===== src/rtl/dsg_pkg.sv =====
package dsg_pkg;
   typedef enum logic [1:0] {
      ST_OFF  = 2'd0,
      ST_INIT = 2'd1,
      ST_RUN  = 2'd2
   } dsg_state_e;

   localparam int unsigned NCH = 2;
endpackage


===== src/rtl/dsg_init_timer.sv =====
module dsg_init_timer
   import dsg_pkg::*;
#(
   parameter int unsigned INIT_LEN = 1059
) (
   input  logic clk,
   input  logic rst_n,
   input  logic dac_en,
   input  logic adc_any,
   input  logic smp_stb,
   output logic busy,
   output logic window,
   output logic pass,
   output logic last_stb
);
   localparam int unsigned CNT_W = (INIT_LEN > 2) ? $clog2(INIT_LEN) : 1;
   localparam logic [CNT_W-1:0] CNT_LAST = CNT_W'(INIT_LEN - 1);

   dsg_state_e       state_q;
   logic [CNT_W-1:0] cnt_q;
   logic             start;

   assign start    = dac_en && (state_q == ST_OFF) && !adc_any;
   assign last_stb = (state_q == ST_INIT) && smp_stb && (cnt_q == CNT_LAST);
   assign busy     = (state_q == ST_INIT);
   assign window   = dac_en && (start || busy);
   assign pass     = dac_en && ((state_q == ST_RUN) || ((state_q == ST_OFF) && adc_any));

   always_ff @(posedge clk or negedge rst_n) begin
      if (!rst_n) begin
         state_q <= ST_OFF;
         cnt_q   <= '0;
      end else if (!dac_en) begin
         state_q <= ST_OFF;
         cnt_q   <= '0;
      end else begin
         unique case (state_q)
            ST_OFF: begin
               state_q <= adc_any ? ST_RUN : ST_INIT;
               cnt_q   <= '0;
            end
            ST_INIT: begin
               if (smp_stb) begin
                  if (cnt_q == CNT_LAST) begin
                     state_q <= ST_RUN;
                     cnt_q   <= '0;
                  end else begin
                     cnt_q <= cnt_q + 1'b1;
                  end
               end
            end
            default: state_q <= ST_RUN;
         endcase
      end
   end
endmodule


===== src/rtl/dsg_sample_gate.sv =====
module dsg_sample_gate #(
   parameter int unsigned DATA_W = 16
) (
   input  logic              pass,
   input  logic [DATA_W-1:0] din,
   output logic [DATA_W-1:0] dout
);
   always_comb begin
      dout = '0;
      if (pass) dout = din;
   end
endmodule


===== src/rtl/dsg_vol_ramp.sv =====
module dsg_vol_ramp #(
   parameter int unsigned VOL_W       = 8,
   parameter int unsigned VOL_DEFAULT = 24
) (
   input  logic             clk,
   input  logic             rst_n,
   input  logic             dac_en,
   input  logic             pass,
   input  logic             smp_stb,
   input  logic [VOL_W-1:0] target,
   output logic [VOL_W-1:0] vol
);
   localparam logic [VOL_W-1:0] VOL_RST = VOL_W'(VOL_DEFAULT);

   logic [VOL_W-1:0] cur_q;
   logic             step_en;

   assign step_en = pass && smp_stb && (cur_q != target);
   assign vol     = cur_q;

   always_ff @(posedge clk or negedge rst_n) begin
      if (!rst_n) begin
         cur_q <= VOL_RST;
      end else if (!dac_en) begin
         cur_q <= VOL_RST;
      end else if (step_en) begin
         if (cur_q < target) cur_q <= cur_q + 1'b1;
         else                cur_q <= cur_q - 1'b1;
      end
   end
endmodule


===== src/rtl/dac_start_gate.sv =====
module dac_start_gate
   import dsg_pkg::*;
#(
   parameter int unsigned DATA_W      = 16,
   parameter int unsigned VOL_W       = 8,
   parameter int unsigned INIT_LEN    = 1059,
   parameter int unsigned VOL_DEFAULT = 24
) (
   input  logic              clk,
   input  logic              rst_n,
   input  logic              dac_en,
   input  logic              adc_l_en,
   input  logic              adc_r_en,
   input  logic              smp_stb,
   input  logic              alc_en,
   input  logic              vol_link,
   input  logic [VOL_W-1:0]  vol_l,
   input  logic [VOL_W-1:0]  vol_r,
   input  logic [DATA_W-1:0] din_l,
   input  logic [DATA_W-1:0] din_r,
   output logic [DATA_W-1:0] dout_l,
   output logic [DATA_W-1:0] dout_r,
   output logic              init_busy,
   output logic              alc_hold,
   output logic              alc_load,
   output logic [VOL_W-1:0]  vol_out_l,
   output logic [VOL_W-1:0]  vol_out_r
);
   if (INIT_LEN < 2)          begin : g_bad_len   $error("INIT_LEN must be at least 2");          end
   if (DATA_W < 2)            begin : g_bad_dw    $error("DATA_W must be at least 2");            end
   if (VOL_W < 2)             begin : g_bad_vw    $error("VOL_W must be at least 2");             end
   if (VOL_DEFAULT >= (1 << VOL_W)) begin : g_bad_def $error("VOL_DEFAULT does not fit VOL_W"); end

   logic busy, window, pass, last_stb;

   dsg_init_timer #(.INIT_LEN(INIT_LEN)) u_timer (
      .clk      (clk),
      .rst_n    (rst_n),
      .dac_en   (dac_en),
      .adc_any  (adc_l_en | adc_r_en),
      .smp_stb  (smp_stb),
      .busy     (busy),
      .window   (window),
      .pass     (pass),
      .last_stb (last_stb)
   );

   assign init_busy = busy;
   assign alc_hold  = alc_en && window;
   assign alc_load  = alc_en && dac_en && last_stb;

   logic [DATA_W-1:0] din_a  [NCH];
   logic [DATA_W-1:0] dout_a [NCH];
   logic [VOL_W-1:0]  tgt_a  [NCH];
   logic [VOL_W-1:0]  vol_a  [NCH];

   assign din_a[0] = din_l;
   assign din_a[1] = din_r;
   assign tgt_a[0] = vol_l;
   assign tgt_a[1] = vol_link ? vol_l : vol_r;

   for (genvar ch = 0; ch < NCH; ch++) begin : g_ch
      dsg_sample_gate #(.DATA_W(DATA_W)) u_gate (
         .pass (pass),
         .din  (din_a[ch]),
         .dout (dout_a[ch])
      );
      dsg_vol_ramp #(.VOL_W(VOL_W), .VOL_DEFAULT(VOL_DEFAULT)) u_ramp (
         .clk     (clk),
         .rst_n   (rst_n),
         .dac_en  (dac_en),
         .pass    (pass),
         .smp_stb (smp_stb),
         .target  (tgt_a[ch]),
         .vol     (vol_a[ch])
      );
   end

   assign dout_l    = dout_a[0];
   assign dout_r    = dout_a[1];
   assign vol_out_l = vol_a[0];
   assign vol_out_r = vol_a[1];
endmodule


===== config.mk =====
export PLATFORM = sky130hd
export DESIGN_NAME = dac_start_gate
export DESIGN_NICKNAME = d
export VERILOG_FILES = /design/src/rtl/dsg_pkg.sv /design/src/rtl/dsg_init_timer.sv /design/src/rtl/dsg_sample_gate.sv /design/src/rtl/dsg_vol_ramp.sv /design/src/rtl/dac_start_gate.sv
export SDC_FILE = /design/constraint.sdc
export NUM_CORES = 1
export LEC_CHECK = 0
export BUFFER_PORTS_ARGS = -buffer_cell sky130_fd_sc_hd__buf_2
export CORE_MARGIN = 4
export CORE_UTILIZATION = 53
export CTS_CLUSTER_DIAMETER = 120
export CTS_CLUSTER_SIZE = 12
export DETAILED_ROUTE_END_ITERATION = 8
export GPL_TIMING_DRIVEN = 0
export PLACE_DENSITY = 0.87
export SKIP_CTS_REPAIR_TIMING = 1
export SLEW_MARGIN = 5
export SYNTH_ARGS = -nofsm -noshare
export SYNTH_HDL_FRONTEND = slang
export SYNTH_SLANG_ARGS = --single-unit

===== constraint.sdc =====
create_clock -name clk -period 5.7 [get_ports clk]
set_input_delay 1.14 -clock clk [delete_from_list [all_inputs] [get_ports clk]]
set_output_delay 1.14 -clock clk [all_outputs]
set_load 0.05 [all_outputs]

==> results.py <==
metrics = {
    "sta": {
        "setup_tns_ns": 0,
        "hold_viol": 0,
        "drv_slew": 0,
        "fin_skew_ns": 0.0105,
        "fin_crit_sh": 0.738,
        "worst_pin_slew_ns": 0.655,
        "whs_ns": 0.509,
        "slew_headroom": 0.563,
        "fin_ws_ns": 1.49,
        "timing.final.crit_period_ns": 4.21,
        "rsz0062_at_grt": "false",
        "clock.fmax_mhz": 238,
        "setup_viol": 0,
    },
    "power": {
        "seqPwrFrac": 0.234,
        "max-vdd-ir-drop_mv": 0.175,
        "pwr-share-comb": 0.614,
        "pwr-share-clk": 0.152,
        "p_switching_mw": 0.648,
        "switching_share": 0.503,
        "leakagePower_nw": 1.76,
        "pwr_density_cell_mw_per_mm2": 398,
        "intPower_mw": 0.641,
    },
    "layout": {
        "instances_no_fill": 472,
        "layout_commonest_cell": "buf_2",
        "n_antenna_cell": 0,
        "layout_common_cells": "107 x buf_2, 33 x and2_1, 30 x ha_1, 25 x inv_1, 25 x dfrtp_1",
        "areaGrowthSynthToFinish_pct": 27.1,
        "nNetsFinal": 507,
        "final_area_sq_mm": 0.00324,
        "drive_gt1_frac": 0.305,
    },
    "placement": {
        "place_inst": 464,
        "numPortBuffers": 105,
        "dp_hpwl_microns": 5240,
        "dp_slack_ns": 1.21,
        "routabilityCongestion": 0.765,
        "place_area_sq_mm": 0.00314,
    },
    "setup_path": {
        "cp.arrival_ns": 4.39,
        "r2r-end": "g_ch[1].u_ramp.vol[7]",
        "crit_start": "vol_link",
        "required_ns": 5.88,
        "reg2reg_depth": 12,
        "start_kind": "primary input",
        "critPathKind": "in -> reg",
        "cp_max_fo": 8,
        "endpoint": "g_ch[1].u_ramp.vol[7]",
        "endpoint_kind": "flip-flop",
        "r2r_slack_ns": 2.51,
        "reg2reg_from": "g_ch[1].u_ramp.vol[3]",
    },
    "status": {
        "status": "finished clean",
    },
    "routing": {
        "routedWlPerCell_microns": 13.9,
        "via_per_inst": 5.41,
        "vias": 2552,
        "drt_wl_total_microns": 6580,
        "drcViolationCount": 0,
        "dr.pass1.iters": 4,
        "drtIter0Drc": 92,
        "drtAntennaViolNets": 0,
    },
    "synthesis": {
        "syn_area_sq_mm": 0.00255,
        "synthTopCellsByArea": "dfrtp_1 25%, ha_1 15%, and2_1 8.1%",
        "yosys_most_used_dff": "dfrtp_1",
        "synth_top_cell_by_area": "dfrtp_1",
        "ys_ff_latch": 29,
        "postSynth.asyncResetShare": 1.00,
        "synth_cell_types": 43,
        "synth_edf_count": 0,
        "synth_warnings": 0,
        "synth_seq_area_share": 0.287,
        "netlist_instances": 307,
        "synth_top_area_share": 0.245,
        "syn_avg_cell_area_sq_um": 8.30,
        "syn_nets": 395,
    },
    "cts": {
        "cts_tree": "done",
        "root_buffer": "clkbuf_8",
        "clock_latency_ns": 0.29,
        "numCtsBuffers": 5,
        "clk_pin_slew_ns": 0.07,
        "numClockSinks": 29,
        "htree_num_levels": 2,
        "cts.path.max_buffers": 2,
    },
    "die": {
        "die_h_microns": 77.3,
        "placementRows": 24,
        "start_util": 0.566,
        "die_x_microns": 77.3,
        "top_level_ports": 107,
        "die_area_sq_mm": 0.00598,
        "fp.coreArea_sq_mm": 0.00450,
    },
    "grt": {
        "grt_pass1_wl_microns": 11300,
        "grt_start_max_net_pins": 30,
        "grtUsageTotal": 0.224,
        "first_global_vias": 2607,
        "antenna_found_initial": 0,
        "grt_overflow_total": 0,
    },
    "flow_run": {
        "cap_violations": 0,
    },
    "min_path": {
        "hp-class": "reg -> reg",
    },
}
==> through the flow <==
| step | total power, mW | utilization |
|---|---|---|
| after floorplan | 0.921 | - |
| after global placement | 1.07 | 0.697 |
| after detailed placement | 1.09 | 0.697 |
| after CTS | 1.29 | 0.719 |
| after global routing | 1.40 | 0.719 |
| final | 1.29 | 0.719 |
==> how the worst min path moves through the flow <==
stage                          start                    end  cells past startpoint
2_1_floorplan       u_timer.cnt_q[8]       u_timer.cnt_q[8]                      1
3_3_place_gp   g_ch[0].u_ramp.vol[4]  g_ch[0].u_ramp.vol[4]                      2
3_5_place_dp   g_ch[0].u_ramp.vol[4]  g_ch[0].u_ramp.vol[4]                      2
4_1_cts        g_ch[1].u_ramp.vol[4]  g_ch[1].u_ramp.vol[4]                      2
5_1_grt        g_ch[0].u_ramp.vol[4]  g_ch[0].u_ramp.vol[4]                      2
6_report       g_ch[1].u_ramp.vol[4]  g_ch[1].u_ramp.vol[4]                      2
==> worst max-delay path, stage by stage <==
cell and delay [ns]:
clkbuf_1 0.43, mux2_2 0.40, ha_1 0.17, nor2b_1 0.11, o211ai_1 0.09, a211oi_1 0.34, nor2_1 0.13, inv_1 0.19
ha_1 0.31, a21oi_1 0.18, o21ai_0 0.12, a21oi_1 0.15, o21ai_0 0.13, and3_1 0.19, a311o_1 0.30
==> sequential cells by signal, indices dropped and copies added (netlist names) <==
signal           cells
g_ch.u_ramp.vol     16
u_timer.cnt_q       11
u_timer.state_q      2
==> Yosys cell counts, types with 2 or more instances <==
master and number:
o211ai_1 3, nor2_1 23, ha_1 30, buf_2 2
o21ai_0 13, o21ai_1 10, xnor2_1 7, inv_1 25
nand4_1 4, xor2_1 8, a21oi_1 18, and2_1 33
clkbuf_1 5, or3_1 5, nor3_1 2, dfrtp_1 25
a21o_1 5, o211ai_2 2, mux2i_1 7, nand3_1 22
a211oi_1 3, nand2_1 21, fa_1 2, dfstp_2 4
nor2b_1 4, a31oi_1 5, and3_1 3
==> routing by layer <==
layer	routed length [microns]	up-vias	GRT usage
met5	0	-	0
met2	3330	71	0.405
li1	-	1287	-
met3	325	9	0.0428
met1	2820	1185	0.269
met4	99	0	0.0658
==> final cells by class <==
type	count	area, sq um
Multi-Input combinational cell	245	1680
Buffer	8	40.0
Fill cell	359	1260
Tap cell	52	65.1
Clock inverter	1	5.00
Clock buffer	7	96.3
Timing Repair Buffer	105	526
Sequential cell	29	731
Inverter	25	93.8
==> power groups by stage <==
stage	logic, mW	clock network, mW	registers, mW
after floorplan	0.496	0	0.425
after global placement	0.767	0	0.302
after detailed placement	0.787	0	0.305
after CTS	0.794	0.198	0.301
after global routing	0.888	0.207	0.309
final	0.791	0.196	0.301
==> cells by family after synthesis <==
logic type,synth area share
and+or+nand+nor,0.263
xor gates and xnor gates,0.0515
muxes,0.0319
AOI/OAI and AO/OA,0.152
DFF,0.287
buffers and inverters,0.0525
adders and majority gates,0.163
(Power assumes the default switching activity.)
